[src/rtl/branch_squash_gate.sv]
module branch_squash_gate #(
  parameter int NT         = 4,
  parameter int NB         = 2,
  parameter int NF         = 3,
  parameter int SEQW       = 16,
  parameter int PCW        = 32,
  parameter int CYCW       = 32,
  parameter int INST_BYTES = 4,
  localparam int TW        = (NT > 1) ? $clog2(NT) : 1
) (
  input  logic               clk,
  input  logic               rst_n,
  input  logic [NB-1:0]      br_valid,
  input  logic [NB*TW-1:0]   br_tid,
  input  logic [NB*SEQW-1:0] br_seq,
  input  logic [NB*SEQW-1:0] br_dslot_seq,
  input  logic [NB*PCW-1:0]  br_target,
  input  logic [NB*PCW-1:0]  br_npc,
  input  logic [NB*PCW-1:0]  br_nnpc,
  input  logic [NF-1:0]      fw_valid,
  input  logic [NF*TW-1:0]   fw_tid,
  input  logic [NF*SEQW-1:0] fw_seq,
  output logic [NF-1:0]      fo_valid,
  output logic [NF*TW-1:0]   fo_tid,
  output logic [NF*SEQW-1:0] fo_seq,
  output logic [NT-1:0]      rd_mispredict,
  output logic [NT-1:0]      rd_pred_wrong,
  output logic [NT-1:0]      rd_squash,
  output logic [NT-1:0]      rd_taken,
  output logic [NT*SEQW-1:0] rd_done_seq,
  output logic [NT*SEQW-1:0] rd_squash_seq,
  output logic [NT*PCW-1:0]  rd_target
);

  localparam logic [CYCW-1:0] CYC_NEVER = '1;
  localparam logic [CYCW-1:0] CYC_LAST  = CYC_NEVER - 1'b1;
  localparam logic [PCW-1:0]  STEP      = PCW'(INST_BYTES);

  logic [CYCW-1:0] cyc;
  logic [SEQW-1:0] rec_seq [NT];
  logic [CYCW-1:0] rec_cyc [NT];
  logic [SEQW-1:0] eff_seq [NT];
  logic [CYCW-1:0] eff_cyc [NT];

  logic [NT-1:0]   nx_sq, nx_taken, q_sq, q_taken;
  logic [SEQW-1:0] nx_done [NT];
  logic [SEQW-1:0] nx_sqs  [NT];
  logic [PCW-1:0]  nx_tgt  [NT];
  logic [SEQW-1:0] q_done  [NT];
  logic [SEQW-1:0] q_sqs   [NT];
  logic [PCW-1:0]  q_tgt   [NT];

  // branch lanes in priority order, each sees updates of lower lanes
  always_comb begin
    logic [TW-1:0]   bt;
    logic [SEQW-1:0] bs;
    logic [SEQW-1:0] bd;
    for (int t = 0; t < NT; t++) begin
      eff_seq[t] = rec_seq[t];
      eff_cyc[t] = rec_cyc[t];
      nx_done[t] = '0;
      nx_sqs[t]  = '0;
      nx_tgt[t]  = '0;
    end
    nx_sq    = '0;
    nx_taken = '0;
    for (int b = 0; b < NB; b++) begin
      bt = br_tid[b*TW +: TW];
      bs = br_seq[b*SEQW +: SEQW];
      bd = br_dslot_seq[b*SEQW +: SEQW];
      if (br_valid[b] && !(eff_cyc[bt] == cyc && eff_seq[bt] < bs)) begin
        eff_seq[bt]  = bd;
        eff_cyc[bt]  = cyc;
        nx_sq[bt]    = 1'b1;
        nx_done[bt]  = bs;
        nx_sqs[bt]   = bd;
        nx_tgt[bt]   = br_target[b*PCW +: PCW];
        nx_taken[bt] = br_nnpc[b*PCW +: PCW] != (br_npc[b*PCW +: PCW] + STEP);
      end
    end
  end

  // forward filter with compaction
  always_comb begin
    logic [TW-1:0]   ft;
    logic [SEQW-1:0] fs;
    int k;
    k        = 0;
    fo_valid = '0;
    fo_tid   = '0;
    fo_seq   = '0;
    for (int f = 0; f < NF; f++) begin
      ft = fw_tid[f*TW +: TW];
      fs = fw_seq[f*SEQW +: SEQW];
      if (fw_valid[f] && !(eff_cyc[ft] == cyc && fs > eff_seq[ft])) begin
        fo_valid[k]          = 1'b1;
        fo_tid[k*TW +: TW]   = ft;
        fo_seq[k*SEQW +: SEQW] = fs;
        k = k + 1;
      end
    end
  end

  always_ff @(posedge clk or negedge rst_n) begin
    if (!rst_n) begin
      cyc     <= '0;
      q_sq    <= '0;
      q_taken <= '0;
      for (int t = 0; t < NT; t++) begin
        rec_seq[t] <= '0;
        rec_cyc[t] <= CYC_NEVER;
        q_done[t]  <= '0;
        q_sqs[t]   <= '0;
        q_tgt[t]   <= '0;
      end
    end else begin
      cyc     <= (cyc == CYC_LAST) ? '0 : cyc + 1'b1;
      q_sq    <= nx_sq;
      q_taken <= nx_taken;
      for (int t = 0; t < NT; t++) begin
        rec_seq[t] <= eff_seq[t];
        rec_cyc[t] <= eff_cyc[t];
        q_done[t]  <= nx_done[t];
        q_sqs[t]   <= nx_sqs[t];
        q_tgt[t]   <= nx_tgt[t];
      end
    end
  end

  assign rd_mispredict = q_sq;
  assign rd_pred_wrong = q_sq;
  assign rd_squash     = q_sq;
  assign rd_taken      = q_taken;

  logic [NT-1:0] hit_port;
  always_comb begin
    hit_port = '0;
    for (int b = 0; b < NB; b++)
      if (br_valid[b]) hit_port[br_tid[b*TW +: TW]] = 1'b1;
  end

  for (genvar t = 0; t < NT; t++) begin : g_thr
    assign rd_done_seq[t*SEQW +: SEQW]   = q_done[t];
    assign rd_squash_seq[t*SEQW +: SEQW] = q_sqs[t];
    assign rd_target[t*PCW +: PCW]       = q_tgt[t];

    AST_FLAG_NEEDS_REQUEST: assert property (@(posedge clk) disable iff (!rst_n)
      rd_squash[t] |-> $past(hit_port[t]));
    AST_FRESH_THREAD_ACCEPTS: assert property (@(posedge clk) disable iff (!rst_n)
      ($past(hit_port[t]) && $past(rec_cyc[t] != cyc)) |-> rd_squash[t]);
  end

  AST_CYC_AVOIDS_MARKER: assert property (@(posedge clk) disable iff (!rst_n)
    cyc != CYC_NEVER);
  AST_DROP_NEEDS_BRANCH: assert property (@(posedge clk) disable iff (!rst_n)
    ($countones(fo_valid) < $countones(fw_valid)) |-> (|br_valid));
  AST_SLOTS_PACKED: assert property (@(posedge clk) disable iff (!rst_n)
    (fo_valid & (fo_valid + 1'b1)) == '0);

endmodule

[config.mk]
export PLATFORM = sky130hd
export DESIGN_NAME = branch_squash_gate
export DESIGN_NICKNAME = d
export VERILOG_FILES = /design/src/rtl/branch_squash_gate.sv
export SDC_FILE = /design/constraint.sdc
export NUM_CORES = 2
export LEC_CHECK = 0
export BUFFER_PORTS_ARGS = -buffer_cell sky130_fd_sc_hd__buf_2
export CORE_ASPECT_RATIO = 1.4
export CORE_MARGIN = 5
export CORE_UTILIZATION = 35
export DETAILED_ROUTE_END_ITERATION = 10
export HOLD_SLACK_MARGIN = 0.08
export SLEW_MARGIN = 20
export SYNTH_ARGS = -nofsm -noshare
export SYNTH_HDL_FRONTEND = slang
export SYNTH_SLANG_ARGS = --single-unit
[constraint.sdc]
create_clock -name clk -period 17.5 [get_ports clk]
set_input_delay 2.625 -clock clk [delete_from_list [all_inputs] [get_ports clk]]
set_output_delay 2.625 -clock clk [all_outputs]
set_load 0.005 [all_outputs]
# Word level (Yosys, flattened, before mapping)
# Cells that the tools add are included.
# W data, S select, Z words.
[totals]
register_bits = 488
out_inout_bits = 329
[op_classes]
n_addsub = 8
n_lt_le_gt_ge = 20
n_eq_ne = 8
n_shift = 8
mux = 84
bitwise_logic = 12
n_reduce_logical = 21
[op_table]
columns = ["cell", "count"]
rows = [
  ["$mux W128", 4],
  ["$mux W32", 14],
  ["$bwmux W128", 3],
  ["$mux W64", 6],
  ["$bmux W32 S2", 5],
  ["$bwmux W64", 4],
  ["$mux W16", 13],
  ["$bmux W16 S2", 5],
  ["$eq A32 B32 Y1", 5],
  ["$neg A32 Y33", 4],
  ["$and A128 B128 Y128", 1],
  ["$and A64 B64 Y64", 2],
  ["$demux W32 S2", 2],
  ["$bwmux W48", 2],
  ["$mux W48", 2],
  ["$shift A16 B33 Y48 const A", 2],
  ["$shiftx A16 B33 Y48", 2],
  ["$shift A2 B33 Y6 const A", 2],
  ["$shiftx A2 B33 Y6", 2],
  ["$add A32 B3 Y32 const B", 2],
  ["$demux W16 S2", 2],
  ["$ge A32 B1 Y1 const B", 2],
  ["$lt A32 B4 Y1 const B", 2],
  ["$ne A32 B32 Y1", 2],
  ["24 further kinds", 71],
]

# Longest topological paths before layout
[logic_depth]
word_depth = 33
depth_mapped = 73
ltp_nobuf = 53

# Least setup slack after synthesis
# No wires, ideal clock.
[synth_path]
path_kind = "input to output"
start = "input br_tid[0]"
end = "output fo_seq[10]"
t_arrival_ns = 16.088
setup_slack_ns = -1.213
path_stages = 68
path_cell_list = "buf_6 > buf_6 > buf_4 > buf_2 > buf_1 > clkbuf_1 > buf_1 > mux4_2 > ha_1 > a21oi_1 > nand2_1 > a211oi_1 > nand4_1 > nor4_2 > buf_4 > a21o_1 > buf_2 > buf_1 > [... 32 more ...] > nor2b_1 > o21ai_0 > nand2b_1 > a221oi_1 > a31o_2 > nor4_1 > o2111ai_1 > nor4_1 > nand4_1 > o41ai_4 > buf_4 > inv_1 > ha_1 > nor2b_1 > clkbuf_1 > clkbuf_1 > nand2_1 > mux2i_1"
[synth_between]
elab_chain_cells = 31
word_cells_on_any_way = 85
classes_between = "add/sub: 3; order compare: 7; eq/ne: 5; shift: 4; mux: 49; bitwise: 1; reduce/logical: 16"
[synth_rtl]
columns = ["item", "line", "source"]
rows = [
  ["start, declared", "14", "input logic [NB*TW-1:0] br_tid,"],
  ["$not A2 Y3 (implied by the code) (*)", "71, 72, 73", ""],
  ["$bmux W16 S2 / $bmux W32 S2 (equally long branches)", "71", "if (br_valid[b] && !(eff_cyc[bt] == cyc && eff_seq[bt] < bs)) begin"],
  ["$mux W16 (implied by the code) / $mux W32 (equally long branches) (2 in series)", "71", ""],
  ["$lt A16 B16 Y1 / $eq A32 B32 Y1 (equally long branches)", "71", ""],
  ["$logic_and A1 B1 Y1", "71", ""],
  ["$logic_not A1 Y1", "71", ""],
  ["$logic_and A1 B1 Y1", "71", ""],
  ["$mux W64 / $mux W128 (equally long branches)", "71", ""],
  ["[... 14 more ...]", "-", ""],
  ["$logic_and A1 B1 Y1", "95", "if (fw_valid[f] && !(eff_cyc[ft] == cyc && fs > eff_seq[ft])) begin"],
  ["$mux W1", "95", ""],
  ["$add A32 B2 Y32 / $neg A32 Y33 (equally long branches)", "99, 98", ""],
  ["$mux W32 (tied with other cells)", "95", ""],
  ["$neg A32 Y33 / $bwmux W48 (equally long branches)", "98", "fo_seq[k*SEQW +: SEQW] = fs;"],
  ["$shiftx A16 B33 Y48 (tied with other cells)", "98", ""],
  ["$bwmux W48", "98", ""],
  ["$mux W48 (*)", "95", ""],
  ["end, declared", "25", "output logic [NF*SEQW-1:0] fo_seq,"],
]
# Every way passes the cells marked *; elsewhere a longest branch is shown, timed or not. The select of a mux whose other input is x is not followed.

# Worst setup path after layout
[layout_path]
start = "input br_tid[1]"
end = "output fo_seq[12]"
# The elaborated chain is that of the path after synthesis.

==> results.tsv <==
stage	metric	value	unit
status	outcome	completed	
clock_tree	H-tree Lvls	2	
clock_tree	CTS tree	yes	
sta	fin. max-slew vios	0	
logic_synthesis	EDFF count, synth	0	
logic_synthesis	#FFs+latches synth	488	
logic_synthesis	post-synthesis mux area share	0.09144	
routing	DRC	0	
routing	DR WL/cell	37.55	um
placed_design	Placed Instances	6185	
logic_synthesis	register area share after synthesis	0.3426	
routing	via/cell ratio	6.403	
setup_path	cell family with most CP delay	simple AND/OR/NAND/NOR gates	
power_and_ir_drop	PnR Total Power	3.488	mW
final_layout	area occupied by multi-input gates	21520	um^2
routing	vias	40410	
clock_tree	Root Buffer	clkbuf_16	
global_route	first-pass GRT wire length	317600	um
setup_path	CP Capture Type	output pin	
clock_tree	CTS Buf Count	53	
setup_path	CP max stage cell	mux4_2	
logic_synthesis	post-synthesis simple-gate area fraction	0.1942	
clock_tree	maximum clock insertion buffer count	3	
setup_path	CP startpoint	br_tid[1]	
floorplanning	Core Area	102600	um^2
sta	final setup fails	0	
sta	clock skew	0.08673	ns
global_route	met3 GRT Util	0.09770	
setup_path	Worst Setup Start Kind	input port	
floorplanning	Initial Util	0.3519	
power_and_ir_drop	VDD IR-drop max	0.00008560	V
global_route	initial antenna violation count	27	
sta	Slew HR	0.1825	
floorplanning	die width	281.5	um
floorplanning	die height	390.1	um
floorplanning	# rows	139	
floorplanning	Ports	650	
global_route	pin count of the biggest net entering global routing	160	
global_route	routing usage on met1	0.4657	
placed_design	number of port buffers	649	
routing	drt pass-1 iters	9	
logic_synthesis	Synth Area in Compound Gates	0.2251	
routing	initial DRC count	4331	
sta	fin crit period	17.02	ns
power_and_ir_drop	clock power share	0.368	
global_route	number of global-route vias before repair	38587	
sta	Slew @ Worst Pin	1.219	ns
setup_path	CP Max Fanout	56	
logic_synthesis	XOR/XNOR share of the synthesized area	0.05045	
sta	fmax	58.75	MHz
setup_path	Buf+Inv Stages, Crit Path	9	
logic_synthesis	post-synth top area cell	dfrtp_1	
placed_design	Post-DP HPWL	179300	um
clock_tree	CTS hold repair buffers	0	
flow_run	max-cap violations	0	
power_and_ir_drop	pwr dens	80.34	nW/um^2
min_path	hold path startpoint	rec_cyc[84]	
setup_path	critical path class	in2out	
clock_tree	# clock sinks	488	
clock_tree	Clock Pin Slew Worst Setup and Hold Paths	0.06	ns
setup_path	reg2reg start	cyc[31]	
setup_path	Max stage delay on crit path	0.49	ns
power_and_ir_drop	Psw	1.212	mW
clock_tree	clk_lat worst skew	0.71	ns
setup_path	CP dominant cell by count	a21o_1	
final_layout	Syn-to-layout area delta	20.23	%
logic_synthesis	Mapped Cells	4382	
setup_path	CP required	14.88	ns
logic_synthesis	Yosys warnings	0	
power_and_ir_drop	Sw Ratio	0.3475	
power_and_ir_drop	Internal	2.276	mW
logic_synthesis	ranking of synthesized cells by area	dfrtp_1 25%, dfstp_2 9.3%, nand2_1 8.1%, o21ai_0 7.4%, mux4_2 5.6%	
logic_synthesis	Syn Nets	4789	
global_route	Total GRT Usage	0.4116	
logic_synthesis	count leader, synth	nand2_1	
routing	count of antenna-violating nets left after detailed routing	0	
final_layout	layout cell share with drive strength beyond 1	0.2585	
power_and_ir_drop	Leak	19.48	nW
logic_synthesis	main combinational cell family by area after synthesis	compound AO/OA/AOI/OAI gates	
global_route	grt met2 use	0.6533	
sta	Final period util	0.9727	
floorplanning	die area	109800	um^2
final_layout	final cell count without fillers	6311	
power_and_ir_drop	combinational power share	0.267	
placed_design	Final GP Congestion	1.086	
setup_path	critical path arrival	14.40	ns
sta	Hold Vio Cnt, Final	0	
power_and_ir_drop	part of the power in registers	0.365	
final_layout	fin nets	5316	
logic_synthesis	asr flop ratio synth	1.000	
logic_synthesis	Synth cell types	97	
logic_synthesis	Most used DFF post-synth	dfrtp_1	
logic_synthesis	adder-cell share of the synthesized area	0.02980	
min_path	Hold Path Class	reg2reg	
logic_synthesis	Avg Cell Area, Syn	8.240	um^2
routing	final WL	237000	um
logic_synthesis	Post-synth top cells	783 x nand2_1, 533 x o21ai_0, 360 x dfrtp_1, 286 x clkbuf_1, 239 x nand3_1	
final_layout	fillers	10397	
logic_synthesis	Synth top area share	0.2495	
global_route	grt peak-use layer	met2	
global_route	gr ovfl total	0	
final_layout	FF+latch area	12370	um^2
logic_synthesis	Synth Cell Area	36110	um^2
==> path summary, 6_finish.rpt <==
path	end	slack, ns	depth (start not counted)
max in group asynchronous	cyc[1]	13.42	3
min in group asynchronous	rd_done_seq[41]	1.96	1
setup / recovery	fo_seq[12]	0.48	57
hold / removal	rec_cyc[84]	0.52	2
setup reg to reg	rd_target[36]	8.35	29
hold reg to reg	rec_cyc[84]	0.52	2
==> power by group through the flow <==
stage	sequential [mW]	combinational [mW]	clock, mW
2_1_floorplan	1.25	0.476	0
3_3_place_gp	1.29	0.901	0
3_5_place_dp	1.29	0.902	0
4_1_cts	1.27	0.907	1.29
5_1_grt	1.27	0.980	1.34
6_report	1.27	0.933	1.28
==> logic make-up (layout without fill, tap and decap cells) <==
family | after synthesis | after routing
muxes | 215 | 215
buffers and inverters | 602 | 1172
xor gates and xnor gates | 208 | 208
and+or+nand+nor | 1547 | 1547
DFF | 488 | 488
AOI/OAI and AO/OA | 1236 | 1236
other | 0 | 20
adders and majority gates | 86 | 86
==> worst reg2reg max path: cells and delay by family (launching register included) <==
kind | cells | cell delay (ns)
flip-flops | 1 | 0.88
AO/OA/AOI/OAI | 7 | 1.30
XOR/XNOR | 1 | 0.29
buffers and inverters | 7 | 3.12
AND/OR/NAND/NOR | 13 | 2.98
adder cells (fa/ha/maj) | 1 | 0.34
==> placed cells by master, fill, tap and decap left out, types with 17 or more instances in the layout <==
cell type / count
mux2_2: 27
mux4_2: 89
a22oi_1: 51
o221ai_1: 30
buf_2: 646
a221oi_1: 39
diode_2: 20
xor2_1: 66
a211oi_1: 108
xnor2_1: 141
inv_1: 205
a31oi_1: 24
a31o_2: 17
dfrtp_1: 360
nand2_1: 776
nand2b_1: 27
nor3_1: 67
a21o_1: 30
clkbuf_16: 55
buf_4: 198
dfstp_2: 128
o21ai_0: 533
nand3_1: 239
and3_1: 22
nor2_1: 190
ha_1: 86
nand4_1: 60
o211ai_1: 26
mux2i_1: 97
and2_1: 25
nor4_1: 29
o22ai_1: 35
a22o_1: 28
a21oi_1: 100
o2111ai_1: 21
nor2b_1: 32
==> sequential cells by signal, summed over array words and instances (netlist names) <==
register	count
cyc	32
rd_done_seq	64
rd_mispredict	4
rd_squash_seq	64
rd_taken	4
rd_target	128
rec_cyc	128
rec_seq	64
==> what timing repair did <==
action                                  in CTS  in global routing
pin swaps                                    0                  3
setup buffers                                0                  6
endpoints found under the setup margin      17                 54
hold endpoints to repair                     0                  0
gates resized for setup                      2                 14
==> per-stage QoR <==
stage               utilization  worst slack (ns)  hold WS (ns)  TNS (ns)  area (um^2)
detailed placement       0.4018          -0.05631        0.5156   -0.1493        41230
floorplan                     -          0.001308        0.4508         0        36140
global placement         0.4018            0.1255        0.4992         0        41230
global route             0.4227          -0.08454        0.5349    -1.187        43380
finish                   0.4231            0.4782        0.5181         0        43410
CTS                      0.4209           0.01641        0.5249         0        43190
==> area by class of cell <==
type	instances	share of cell area
Inverter	212	0.01833
Timing Repair Buffer	862	0.1164
Clock inverter	26	0.009396
Clock buffer	72	0.03548
Sequential cell	488	0.2850
Multi-Input combinational cell	3292	0.4957
Antenna cell	20	0.001153
Tap cell	1339	0.03859
==> metal layers <==
| metal | up-vias | wire length, um |
|---|---|---|
| met2 | 2803 | 106500 |
| met4 | 12 | 26060 |
| met1 | 19843 | 82520 |
| li1 | 16851 | - |
| met3 | 901 | 21850 |
| met5 | - | 79 |
Note: power is estimated with default switching activity, not from simulation.
